$ cat src/rtl/trig_cap_pkg.sv
package trig_cap_pkg;
  typedef enum logic [1:0] {
    ST_IDLE  = 2'd0,
    ST_ARMED = 2'd1,
    ST_POST  = 2'd2,
    ST_DRAIN = 2'd3
  } cap_state_t;

  localparam logic [1:0] REG_CTRL   = 2'd0;
  localparam logic [1:0] REG_PRE    = 2'd1;
  localparam logic [1:0] REG_POST   = 2'd2;
  localparam logic [1:0] REG_THRESH = 2'd3;
endpackage

$ cat src/rtl/cap_cfg_regs.sv
module cap_cfg_regs
  import trig_cap_pkg::*;
#(
  parameter int DATA_W = 16,
  parameter int CNT_W  = 7
) (
  input  logic              clk,
  input  logic              rst,
  input  logic              wr,
  input  logic [1:0]        addr,
  input  logic [DATA_W-1:0] wdata,
  output logic              arm,
  output logic              src_lvl,
  output logic [CNT_W-1:0]  pre_len,
  output logic [CNT_W-1:0]  post_len,
  output logic [DATA_W-1:0] thresh
);
  always_ff @(posedge clk) begin
    if (rst) begin
      arm      <= 1'b0;
      src_lvl  <= 1'b0;
      pre_len  <= '0;
      post_len <= '0;
      thresh   <= '0;
    end else if (wr) begin
      case (addr)
        REG_CTRL: begin
          arm     <= wdata[0];
          src_lvl <= wdata[1];
        end
        REG_PRE:  pre_len  <= wdata[CNT_W-1:0];
        REG_POST: post_len <= wdata[CNT_W-1:0];
        default:  thresh   <= wdata;
      endcase
    end
  end
endmodule

$ cat src/rtl/cap_sample_ring.sv
module cap_sample_ring #(
  parameter int DATA_W = 16,
  parameter int DEPTH  = 64,
  localparam int ADDR_W = $clog2(DEPTH)
) (
  input  logic              clk,
  input  logic              wr_en,
  input  logic [ADDR_W-1:0] wr_addr,
  input  logic [DATA_W-1:0] wr_data,
  input  logic [ADDR_W-1:0] rd_addr,
  output logic [DATA_W-1:0] rd_data
);
  logic [DATA_W-1:0] mem [DEPTH];

  always_ff @(posedge clk) begin
    if (wr_en) mem[wr_addr] <= wr_data;
    rd_data <= mem[rd_addr];
  end
endmodule

$ cat src/rtl/cap_window_ctrl.sv
module cap_window_ctrl
  import trig_cap_pkg::*;
#(
  parameter int DATA_W = 16,
  parameter int DEPTH  = 64,
  localparam int ADDR_W = $clog2(DEPTH),
  localparam int CNT_W  = ADDR_W + 1
) (
  input  logic              clk,
  input  logic              rst,
  input  logic              smp_valid,
  input  logic [DATA_W-1:0] smp_data,
  input  logic              ext_trig,
  input  logic              arm,
  input  logic              src_lvl,
  input  logic [CNT_W-1:0]  pre_len,
  input  logic [CNT_W-1:0]  post_len,
  input  logic [DATA_W-1:0] thresh,
  input  logic [DATA_W-1:0] rd_data,
  input  logic              m_ready,
  output logic              wr_en,
  output logic [ADDR_W-1:0] wr_addr,
  output logic [ADDR_W-1:0] rd_addr,
  output logic              m_valid,
  output logic [DATA_W-1:0] m_data,
  output logic              m_last,
  output cap_state_t        state,
  output logic              short_flag
);
  localparam logic [CNT_W-1:0] FULL = CNT_W'(DEPTH);
  localparam logic [CNT_W-1:0] ONE  = CNT_W'(1);

  logic [ADDR_W-1:0] wr_ptr, rd_ptr;
  logic [CNT_W-1:0]  fill, post_left, rd_left, pre_eff, post_eff;
  logic              pend, pend_last, hit, accept, issue, done;

  assign hit      = src_lvl ? (smp_data > thresh) : ext_trig;
  assign accept   = (state == ST_ARMED) && arm && smp_valid && hit;
  assign wr_en    = smp_valid && ((state == ST_ARMED) || (state == ST_POST));
  assign wr_addr  = wr_ptr;
  assign rd_addr  = rd_ptr;
  assign pre_eff  = (pre_len < fill) ? pre_len : fill;
  assign post_eff = (post_len == '0) ? ONE : post_len;
  assign issue    = (state == ST_DRAIN) && (rd_left != '0) && !pend && (!m_valid || m_ready);
  assign done     = m_valid && m_ready && m_last;

  always_ff @(posedge clk) begin
    if (rst) begin
      state      <= ST_IDLE;
      wr_ptr     <= '0;
      rd_ptr     <= '0;
      fill       <= '0;
      post_left  <= '0;
      rd_left    <= '0;
      short_flag <= 1'b0;
      pend       <= 1'b0;
      pend_last  <= 1'b0;
      m_valid    <= 1'b0;
      m_data     <= '0;
      m_last     <= 1'b0;
    end else begin
      if (wr_en) wr_ptr <= wr_ptr + 1'b1;

      case (state)
        ST_IDLE: begin
          if (arm) begin
            state <= ST_ARMED;
            fill  <= '0;
          end
        end
        ST_ARMED: begin
          if (!arm) begin
            state <= ST_IDLE;
          end else if (accept) begin
            rd_ptr     <= wr_ptr - pre_eff[ADDR_W-1:0];
            rd_left    <= pre_eff + post_eff;
            post_left  <= post_eff - ONE;
            short_flag <= (pre_len > fill);
            state      <= (post_eff == ONE) ? ST_DRAIN : ST_POST;
          end else if (smp_valid && (fill != FULL)) begin
            fill <= fill + ONE;
          end
        end
        ST_POST: begin
          if (smp_valid) begin
            post_left <= post_left - ONE;
            if (post_left == ONE) state <= ST_DRAIN;
          end
        end
        default: begin
          if (done) begin
            state <= arm ? ST_ARMED : ST_IDLE;
            fill  <= '0;
          end
        end
      endcase

      // Read side: one memory read in flight, loaded into the output register next cycle
      pend <= issue;
      if (issue) begin
        rd_ptr    <= rd_ptr + 1'b1;
        rd_left   <= rd_left - ONE;
        pend_last <= (rd_left == ONE);
      end
      if (pend) begin
        m_valid <= 1'b1;
        m_data  <= rd_data;
        m_last  <= pend_last;
      end else if (m_ready) begin
        m_valid <= 1'b0;
      end
    end
  end
endmodule

$ cat src/rtl/trig_window_capture.sv
module trig_window_capture
  import trig_cap_pkg::*;
#(
  parameter int DATA_W = 16,
  parameter int DEPTH  = 64
) (
  input  logic              clk,
  input  logic              rst,
  input  logic              smp_valid,
  input  logic [DATA_W-1:0] smp_data,
  input  logic              ext_trig,
  input  logic              cfg_wr,
  input  logic [1:0]        cfg_addr,
  input  logic [DATA_W-1:0] cfg_wdata,
  output logic              m_valid,
  input  logic              m_ready,
  output logic [DATA_W-1:0] m_data,
  output logic              m_last,
  output logic [1:0]        cap_state,
  output logic              pre_short
);
  localparam int ADDR_W = $clog2(DEPTH);
  localparam int CNT_W  = ADDR_W + 1;

  logic              arm, src_lvl;
  logic [CNT_W-1:0]  pre_len, post_len;
  logic [DATA_W-1:0] thresh, rd_data;
  logic              wr_en;
  logic [ADDR_W-1:0] wr_addr, rd_addr;
  cap_state_t        state;

  cap_cfg_regs #(.DATA_W(DATA_W), .CNT_W(CNT_W)) u_regs (
    .clk(clk), .rst(rst), .wr(cfg_wr), .addr(cfg_addr), .wdata(cfg_wdata),
    .arm(arm), .src_lvl(src_lvl), .pre_len(pre_len), .post_len(post_len),
    .thresh(thresh)
  );

  cap_sample_ring #(.DATA_W(DATA_W), .DEPTH(DEPTH)) u_ring (
    .clk(clk), .wr_en(wr_en), .wr_addr(wr_addr), .wr_data(smp_data),
    .rd_addr(rd_addr), .rd_data(rd_data)
  );

  cap_window_ctrl #(.DATA_W(DATA_W), .DEPTH(DEPTH)) u_ctrl (
    .clk(clk), .rst(rst), .smp_valid(smp_valid), .smp_data(smp_data),
    .ext_trig(ext_trig), .arm(arm), .src_lvl(src_lvl), .pre_len(pre_len),
    .post_len(post_len), .thresh(thresh), .rd_data(rd_data), .m_ready(m_ready),
    .wr_en(wr_en), .wr_addr(wr_addr), .rd_addr(rd_addr), .m_valid(m_valid),
    .m_data(m_data), .m_last(m_last), .state(state), .short_flag(pre_short)
  );

  assign cap_state = state;
endmodule

$ cat config.mk
export PLATFORM = sky130hd
export DESIGN_NAME = trig_window_capture
export DESIGN_NICKNAME = d
export VERILOG_FILES = /design/src/rtl/trig_cap_pkg.sv /design/src/rtl/cap_cfg_regs.sv /design/src/rtl/cap_sample_ring.sv /design/src/rtl/cap_window_ctrl.sv /design/src/rtl/trig_window_capture.sv
export SDC_FILE = /design/constraint.sdc
export NUM_CORES = 1
export LEC_CHECK = 0
export ABC_AREA = 1
export BUFFER_PORTS_ARGS = -buffer_cell sky130_fd_sc_hd__buf_4
export CORE_MARGIN = 2
export CORE_UTILIZATION = 50
export CTS_BUF_LIST = sky130_fd_sc_hd__clkbuf_4
export DETAILED_ROUTE_END_ITERATION = 6
export PLACE_DENSITY_LB_ADDON = 0.1
export REMOVE_ABC_BUFFERS = 1
export SLEW_MARGIN = 10
export SYNTH_ARGS = -nofsm -noshare
export SYNTH_HDL_FRONTEND = slang
export SYNTH_SLANG_ARGS = --single-unit
$ cat constraint.sdc
create_clock -name clk -period 3.1 [get_ports clk]
set_clock_uncertainty 0.1 [all_clocks]
set_input_delay 0.155 -clock clk [delete_from_list [all_inputs] [get_ports clk]]
set_output_delay 0.155 -clock clk [all_outputs]
set_load 0.05 [all_outputs]
# Word level (Yosys, flattened, before mapping)
# Memory sizes are Yosys's and may differ from the RTL's. A register that Yosys moved wholly into a read port is not among the register bits.
# Cells that the tools add are included.
# op_classes
n_addsub	8
order_cmp	3
eq_ne	17
n_mux	34
bitwise_logic	2
reduce_logical	35
# ops
operator	n
2-to-1 mux 7 bit	14
2-to-1 mux 6 bit	4
equality test 7 x 1 -> 1 bit (second input constant)	3
case mux 7 bit (3 select lines)	1
subtractor 7 x 1 -> 7 bit (second input constant)	3
> comparator 16 bit	1
case mux 7 bit (2 select lines)	1
adder 6 x 1 -> 6 bit (second input constant)	2
2-to-1 mux 2 bit	6
inequality test 2 bit (second input constant)	6
logical AND 1 bit	10
nonzero test 2 bit	5
AND reduction 2 bit	4
adder 7 x 1 -> 7 bit (second input constant)	1
adder 7 bit	1
> comparator 7 bit	1
zero test 7 bit	1
< comparator 7 bit	1
2-to-1 mux 1 bit	7
inequality test 7 bit (second input constant)	1
nonzero test 7 bit	1
equality test 2 bit (second input constant)	3
case mux 2 bit (3 select lines)	1
AND reduction 3 bit	2
other kinds (14)	19
# word_totals
regBits	88
ram_bits	1024
input_bits	40
mem_count	1
# mem_list
memory	depth	width	rd	rd_ports_with_merged_regs	write_ports	line	rtl
u_ring.mem	64	16	1	1	1	cap_sample_ring.sv:13	logic [DATA_W-1:0] mem [DEPTH];

# Longest topological paths before layout
# logic_depth
depth_word	8
depth_mapped	22
mapped_depth_nobuf	21

# Hierarchy
# A second synthesis with hierarchy kept.
# hier_totals
hier_cells	4379
hier_area_um2	47780.8
# by_module_without_submodules
module	instances	cells_per_inst	area_per_inst_um2
cap_sample_ring	1	3517	42099.1
cap_window_ctrl	1	655	4332.9
cap_cfg_regs	1	207	1348.8

# Worst setup path after synthesis
# OpenSTA, ideal clock, no wires.
# synth_path
kind	reg-to-reg
from	reg u_ctrl.state[1]
to	mem u_ring.mem[52][0] (enable)
arrival_time_ns	3.278
required_time_ns	2.569
path_slack_ns	-0.709
path_stages_with_launch	7
n_path_buf	0
synth_period_minus_slack_ns	3.809
cell_sequence	dfxtp_1 inv_1 ha_1 nand2_1 inv_1 nand4_1 nor4_1
# synth_via
elab_chain_cells	5
elab_cells_between_ends	6
cone_classes	2 x eq/ne; 2 x mux; 2 x reduce/logical
# synth_rtl
item	line	rtl
from (decl)	cap_window_ctrl.sv:27	output cap_state_t state,
from (signal assigned)	cap_window_ctrl.sv:79	state <= (post_eff == ONE) ? ST_DRAIN : ST_POST;
from (signal assigned)	cap_window_ctrl.sv:92	state <= arm ? ST_ARMED : ST_IDLE;
equality test 2 x 1 -> 1 bit or equality test 2 bit (tied branches)	cap_window_ctrl.sv:39	assign wr_en = smp_valid && ((state == ST_ARMED) || (state == ST_POST));
logical OR 1 bit (*)	cap_window_ctrl.sv:39	
logical AND 1 bit (*)	cap_window_ctrl.sv:39	
2-to-1 mux 1 bit (*)	cap_sample_ring.sv:16	if (wr_en) mem[wr_addr] <= wr_data;
2-to-1 mux 1 bit (implied by the code) (*)	cap_sample_ring.sv:16	
to (decl)	cap_sample_ring.sv:13	
# Every way passes the cells marked *; elsewhere a longest branch is shown, timed or not.

# Final worst setup path
# layout_path
from	reg u_ctrl.fill[2]
to	reg u_ctrl.rd_left[6]
# layout_via
elab_chain_cells	7
# layout_rtl
item	line	rtl
from (decl)	cap_window_ctrl.sv:34	logic [CNT_W-1:0] fill, post_left, rd_left, pre_eff, post_eff;
from (signal assigned)	cap_window_ctrl.sv:81	fill <= fill + ONE;
< comparator 7 bit	cap_window_ctrl.sv:42	assign pre_eff = (pre_len < fill) ? pre_len : fill;
2-to-1 mux 7 bit (*)	cap_window_ctrl.sv:42	
adder 7 bit (*)	cap_window_ctrl.sv:76	rd_left <= pre_eff + post_eff;
2-to-1 mux 7 bit (*)	cap_window_ctrl.sv:74	end else if (accept) begin
2-to-1 mux 7 bit (*)	cap_window_ctrl.sv:72	if (!arm) begin
2-to-1 mux 7 bit (*)	cap_window_ctrl.sv:64	case (state)
2-to-1 mux 7 bit (*)	cap_window_ctrl.sv:100	if (issue) begin
to (signal assigned)	cap_window_ctrl.sv:76	
to (signal assigned)	cap_window_ctrl.sv:102	rd_left <= rd_left - ONE;
to (decl)	cap_window_ctrl.sv:34	
# Every way passes the cells marked *; elsewhere a longest branch is shown, timed or not. The select of a mux whose other input is x is not followed.
# A chain may end at the register's enable or synchronous reset.

==> run summary <==
Setup violations remaining at the end of the flow were counted as 0. The area of all sequential standard cells came out at 32800 um^2. For this design the top-level I/O count stands at 61. The leakage power is 18.4 nW.

STA classifies the critical path endpoint as a flip-flop. In this run, distinct cell masters in the synthesized netlist total 43. TritonCTS built the clock tree. The deepest level of the CTS H-tree came out at 5. The logs give 0.880 for the final weighted congestion of routability-driven global placement and 52900 um^2 for the post-layout instance area. In this run the power density over the cells is 617 nW/um^2.

In this design, the stage delay of the slowest critical-path cell is 330 ps. The tightest min-delay check is of the in2reg type. In the synthesized netlist, the number of instances is 3723. The share of final-layout standard cells stronger than drive strength 1 was 0.175.

Setup repair after global routing could not meet its margin everywhere. The layout overhead on the synthesized area works out to 15.9%. The tools report the residual overflow from global routing as 0. The tools report the worst slew slack as a fraction of its limit as 0.308. The floorplan has 110 rows. By area the synthesized netlist is led by sky130_fd_sc_hd__edfxtp_1 (67%), sky130_fd_sc_hd__o21ai_0 (6.1%), sky130_fd_sc_hd__nor2_1 (5.7%). Clock latency on the worst-skew pair, taken at its later pin, is 1200 ps. Number of max-slew violations in the final report: 0. STA puts the critical path data required time at 4010 ps. Summed over all nets, the half-perimeter wirelength after detailed placement is 78000 um. Buffers placed on the I/O ports in this run total 60. The largest total area in the synthesized netlist belongs to sky130_fd_sc_hd__edfxtp_1. The post-synthesis sequential area ratio came out at 0.720. The portion of the clock cycle consumed by the worst path in the final layout was 0.921. By count the netlist is led by sky130_fd_sc_hd__edfxtp_1 (1024), sky130_fd_sc_hd__nor2_1 (698), sky130_fd_sc_hd__o21ai_0 (558), sky130_fd_sc_hd__nand2_1 (289), sky130_fd_sc_hd__o22ai_1 (158). The arrival time of data at the critical path endpoint came out at 3760 ps. The tools report the number of nets in the finished design as 4210.

The run gives 90300 um^2 as the area of the core region. The cell with the biggest individual delay on the critical path was sky130_fd_sc_hd__dfxtp_1. The average cell area after synthesis is 12.3 um^2, and the async set-reset flop share out of synthesis is 0.

The die outline width came out at 306 um. The logs give 0.285 for the overall global routing resource usage and 5 for the initial antenna violation count. The run finished with clean final reports. During synthesis, Yosys emitted a total of 0 warnings. For the pin with the worst max-slew slack, the measured transition is 1040 ps.

The die outline height was 306 um. The register clock-pin slew on the reported worst setup and hold paths is 80 ps. The via count of the first global-routing pass is 31886, and the number of buffers created by CTS is 307. Before antenna repair, the detailed router went through 5 iterations. The post-synthesis sequential element count was 1128. Entering global routing, the biggest net connects 101 pins. Overall power consumption after layout is estimated at 32.6 mW. In this run the cell area measured after placement is 48100 um^2. The cell area that synthesis handed to floorplanning was 45600 um^2. The fraction of post-synthesis cell area in the top cell type by area was 0.674. The count of vias placed by the detailed router is 32476. The area of the multi-input gates came out at 11300 um^2. Critical-path maximum fanout: 9. For the number of buffers on the longest clock path, the log shows 4.

Most instantiated library cell after synthesis: sky130_fd_sc_hd__edfxtp_1. The worst setup path is launched from a flip-flop. Static timing analysis puts the maximum clock frequency at 350 MHz. The cell occurring most often along the worst timing path was sky130_fd_sc_hd__nand2_1.

Number of flops mapped to enable cells by yosys: 1024. The tree is rooted in a sky130_fd_sc_hd__clkbuf_4. Traced cell by cell, the critical path runs through inv_1 -> ha_4 -> a21oi_2 -> o21ai_0 -> nand2_1 -> nand2_2 -> buf_4 -> buf_4 -> nand2_1 -> o21ai_2 -> buf_4 -> ha_4 -> inv_1 -> o21ai_0 -> nand2_1 -> nand3_1 -> nand2_1 -> nand2_1 -> nand2_1 -> nand3_1 -> nand2_1 -> nand2_1 -> a21oi_1.

For the number of endpoints with negative hold slack in the final report, the log shows 0. The tools report the effective utilization at floorplan as 0.505. The first routing iteration left 3381 violations. The critical path is of the reg2reg type.

The count of nets left with antenna violations once routing finished came out at 0. The die covers 93700 um^2. Wires add up to 134000 um. In the synthesized netlist the dominant register cell turns out to be sky130_fd_sc_hd__edfxtp_1. The count of fill cells added during filler insertion was 7355.

The routed design could run at a clock period as short as 2850 ps. For this run, design rule violations remaining after detail routing come to 0. The mean number of vias per cell is 5.91, and the first-pass GRT wire length is 198000 um. VDD sags by at most 0.400 mV. CTS saw 1128 sinks.

Max-cap violations in this run came to 0. The wire length per cell after detailed routing came out at 24.4 um.
-- layout make-up --
cell class | count | area share
diodes | 9 | 0.000426
clock buffers | 445 | 0.0632
clock inverters | 55 | 0.00665
inverters | 112 | 0.00836
multi-input cells | 2237 | 0.214
flip-flops and latches | 1128 | 0.621
well taps | 1176 | 0.0278
repair buffers | 333 | 0.0582
-- power by group --
group	internal, mW	leakage (nW)	total, mW	switching (mW)
Sequential	16.8	10.1	16.9	0.139
Clock	6.93	2.22	12.8	5.89
Combinational	0.965	6.10	2.84	1.88
-- placed cells by master (no fill, tap or decap), types with 3 or more instances in the layout --
cell,n
sky130_fd_sc_hd__dfxtp_1,99
sky130_fd_sc_hd__xnor2_1,3
sky130_fd_sc_hd__bufinv_16,5
sky130_fd_sc_hd__o21ai_1,44
sky130_fd_sc_hd__o221ai_1,101
sky130_fd_sc_hd__inv_1,95
sky130_fd_sc_hd__diode_2,9
sky130_fd_sc_hd__nor3b_1,3
sky130_fd_sc_hd__nand4_1,64
sky130_fd_sc_hd__clkinv_1,41
sky130_fd_sc_hd__buf_4,215
sky130_fd_sc_hd__nor2_2,9
sky130_fd_sc_hd__a31oi_1,5
sky130_fd_sc_hd__nand3b_1,3
sky130_fd_sc_hd__dlygate4sd3_1,90
sky130_fd_sc_hd__nand2_2,4
sky130_fd_sc_hd__inv_2,17
sky130_fd_sc_hd__nand3_1,122
sky130_fd_sc_hd__nor3_1,9
sky130_fd_sc_hd__a21oi_1,76
sky130_fd_sc_hd__dfxtp_4,3
sky130_fd_sc_hd__edfxtp_1,1024
sky130_fd_sc_hd__o22ai_1,158
sky130_fd_sc_hd__ha_1,42
sky130_fd_sc_hd__o211ai_1,28
sky130_fd_sc_hd__nor2_1,689
sky130_fd_sc_hd__xor2_1,7
sky130_fd_sc_hd__clkbuf_4,445
sky130_fd_sc_hd__o21ai_0,554
sky130_fd_sc_hd__clkinv_2,5
sky130_fd_sc_hd__nand2_1,287
sky130_fd_sc_hd__ha_4,5
sky130_fd_sc_hd__buf_12,28
-- state kept, by name, indices dropped and copies added, names as in the netlist --
signal	cells
u_regs.arm	1
u_ctrl.m_valid	1
u_ctrl.wr_addr	6
u_ctrl.fill	7
u_regs.post_len	7
u_ctrl.state	2
u_regs.pre_len	7
u_regs.thresh	16
u_ctrl.pend	1
u_regs.src_lvl	1
u_ctrl.m_data	16
u_ctrl.m_last	1
u_ctrl.short_flag	1
u_ring.mem	1024
u_ring.rd_data	16
u_ctrl.post_left	7
u_ctrl.pend_last	1
u_ctrl.rd_left	7
u_ctrl.rd_addr	6
-- routing by layer --
| metal | global-route usage | vias up | wire length, um |
|---|---|---|---|
| met1 | 0.382 | 16019 | 54200 |
| met5 | 0 | - | 11 |
| met4 | 0.120 | 2 | 4670 |
| met3 | 0.0600 | 256 | 11500 |
| li1 | - | 14686 | - |
| met2 | 0.455 | 1513 | 63700 |
-- kinds of logic after synthesis --
family                     synth area share
and+or+nand+nor                       0.107
DFF                                   0.720
AOI/OAI and AO/OA                     0.122
buffers and inverters                0.0352
adders and majority gates            0.0143
xor gates and xnor gates            0.00192
-- path summary, 6_finish.rpt --
path	from	to	slack (ps)	cells past startpoint
max	u_ctrl.fill[2]	u_ctrl.rd_left[6]	250	23
min	cfg_addr[1]	u_regs.post_len[4]	140	6
max reg2reg	u_ctrl.fill[2]	u_ctrl.rd_left[6]	250	23
min reg2reg	u_regs.thresh[6]	u_regs.thresh[6]	360	2
-- critical path: cells and delay by family (launching register included) --
| family | cells | cell delay (ps) |
|---|---|---|
| and+or+nand+nor | 11 | 750 |
| buffers and inverters | 5 | 560 |
| adders and majority gates | 2 | 500 |
| AOI/OAI and AO/OA | 5 | 500 |
| DFF | 1 | 330 |
-- metrics by stage --
| stage | std cells | TNS, ps | hold slack (ps) | util | setup WS [ps] |
|---|---|---|---|---|---|
| after global routing | 5491 | -86.1 | 114 | 0.585 | -42.4 |
| final | 5495 | 0 | 140 | 0.585 | 245 |
| after detailed placement | 4894 | 0 | 342 | 0.533 | 36.9 |
| after floorplan | 3477 | -230920 | 124 | - | -10950 |
| after CTS | 5484 | 0 | 10.8 | 0.584 | 29.2 |
| after global placement | 4894 | -23.0 | 339 | 0.533 | -15.2 |
-- what timing repair did --
| item | in CTS | in global routing |
|---|---|---|
| buffers inserted | 0 | 2 |
| hold buffers | 90 | 0 |
| endpoints found under the setup margin | 0 | 12 |
| gates resized for setup | 0 | 23 |
| hold endpoints to repair | 1157 | 0 |
Note: power is estimated with default switching activity, not from simulation.
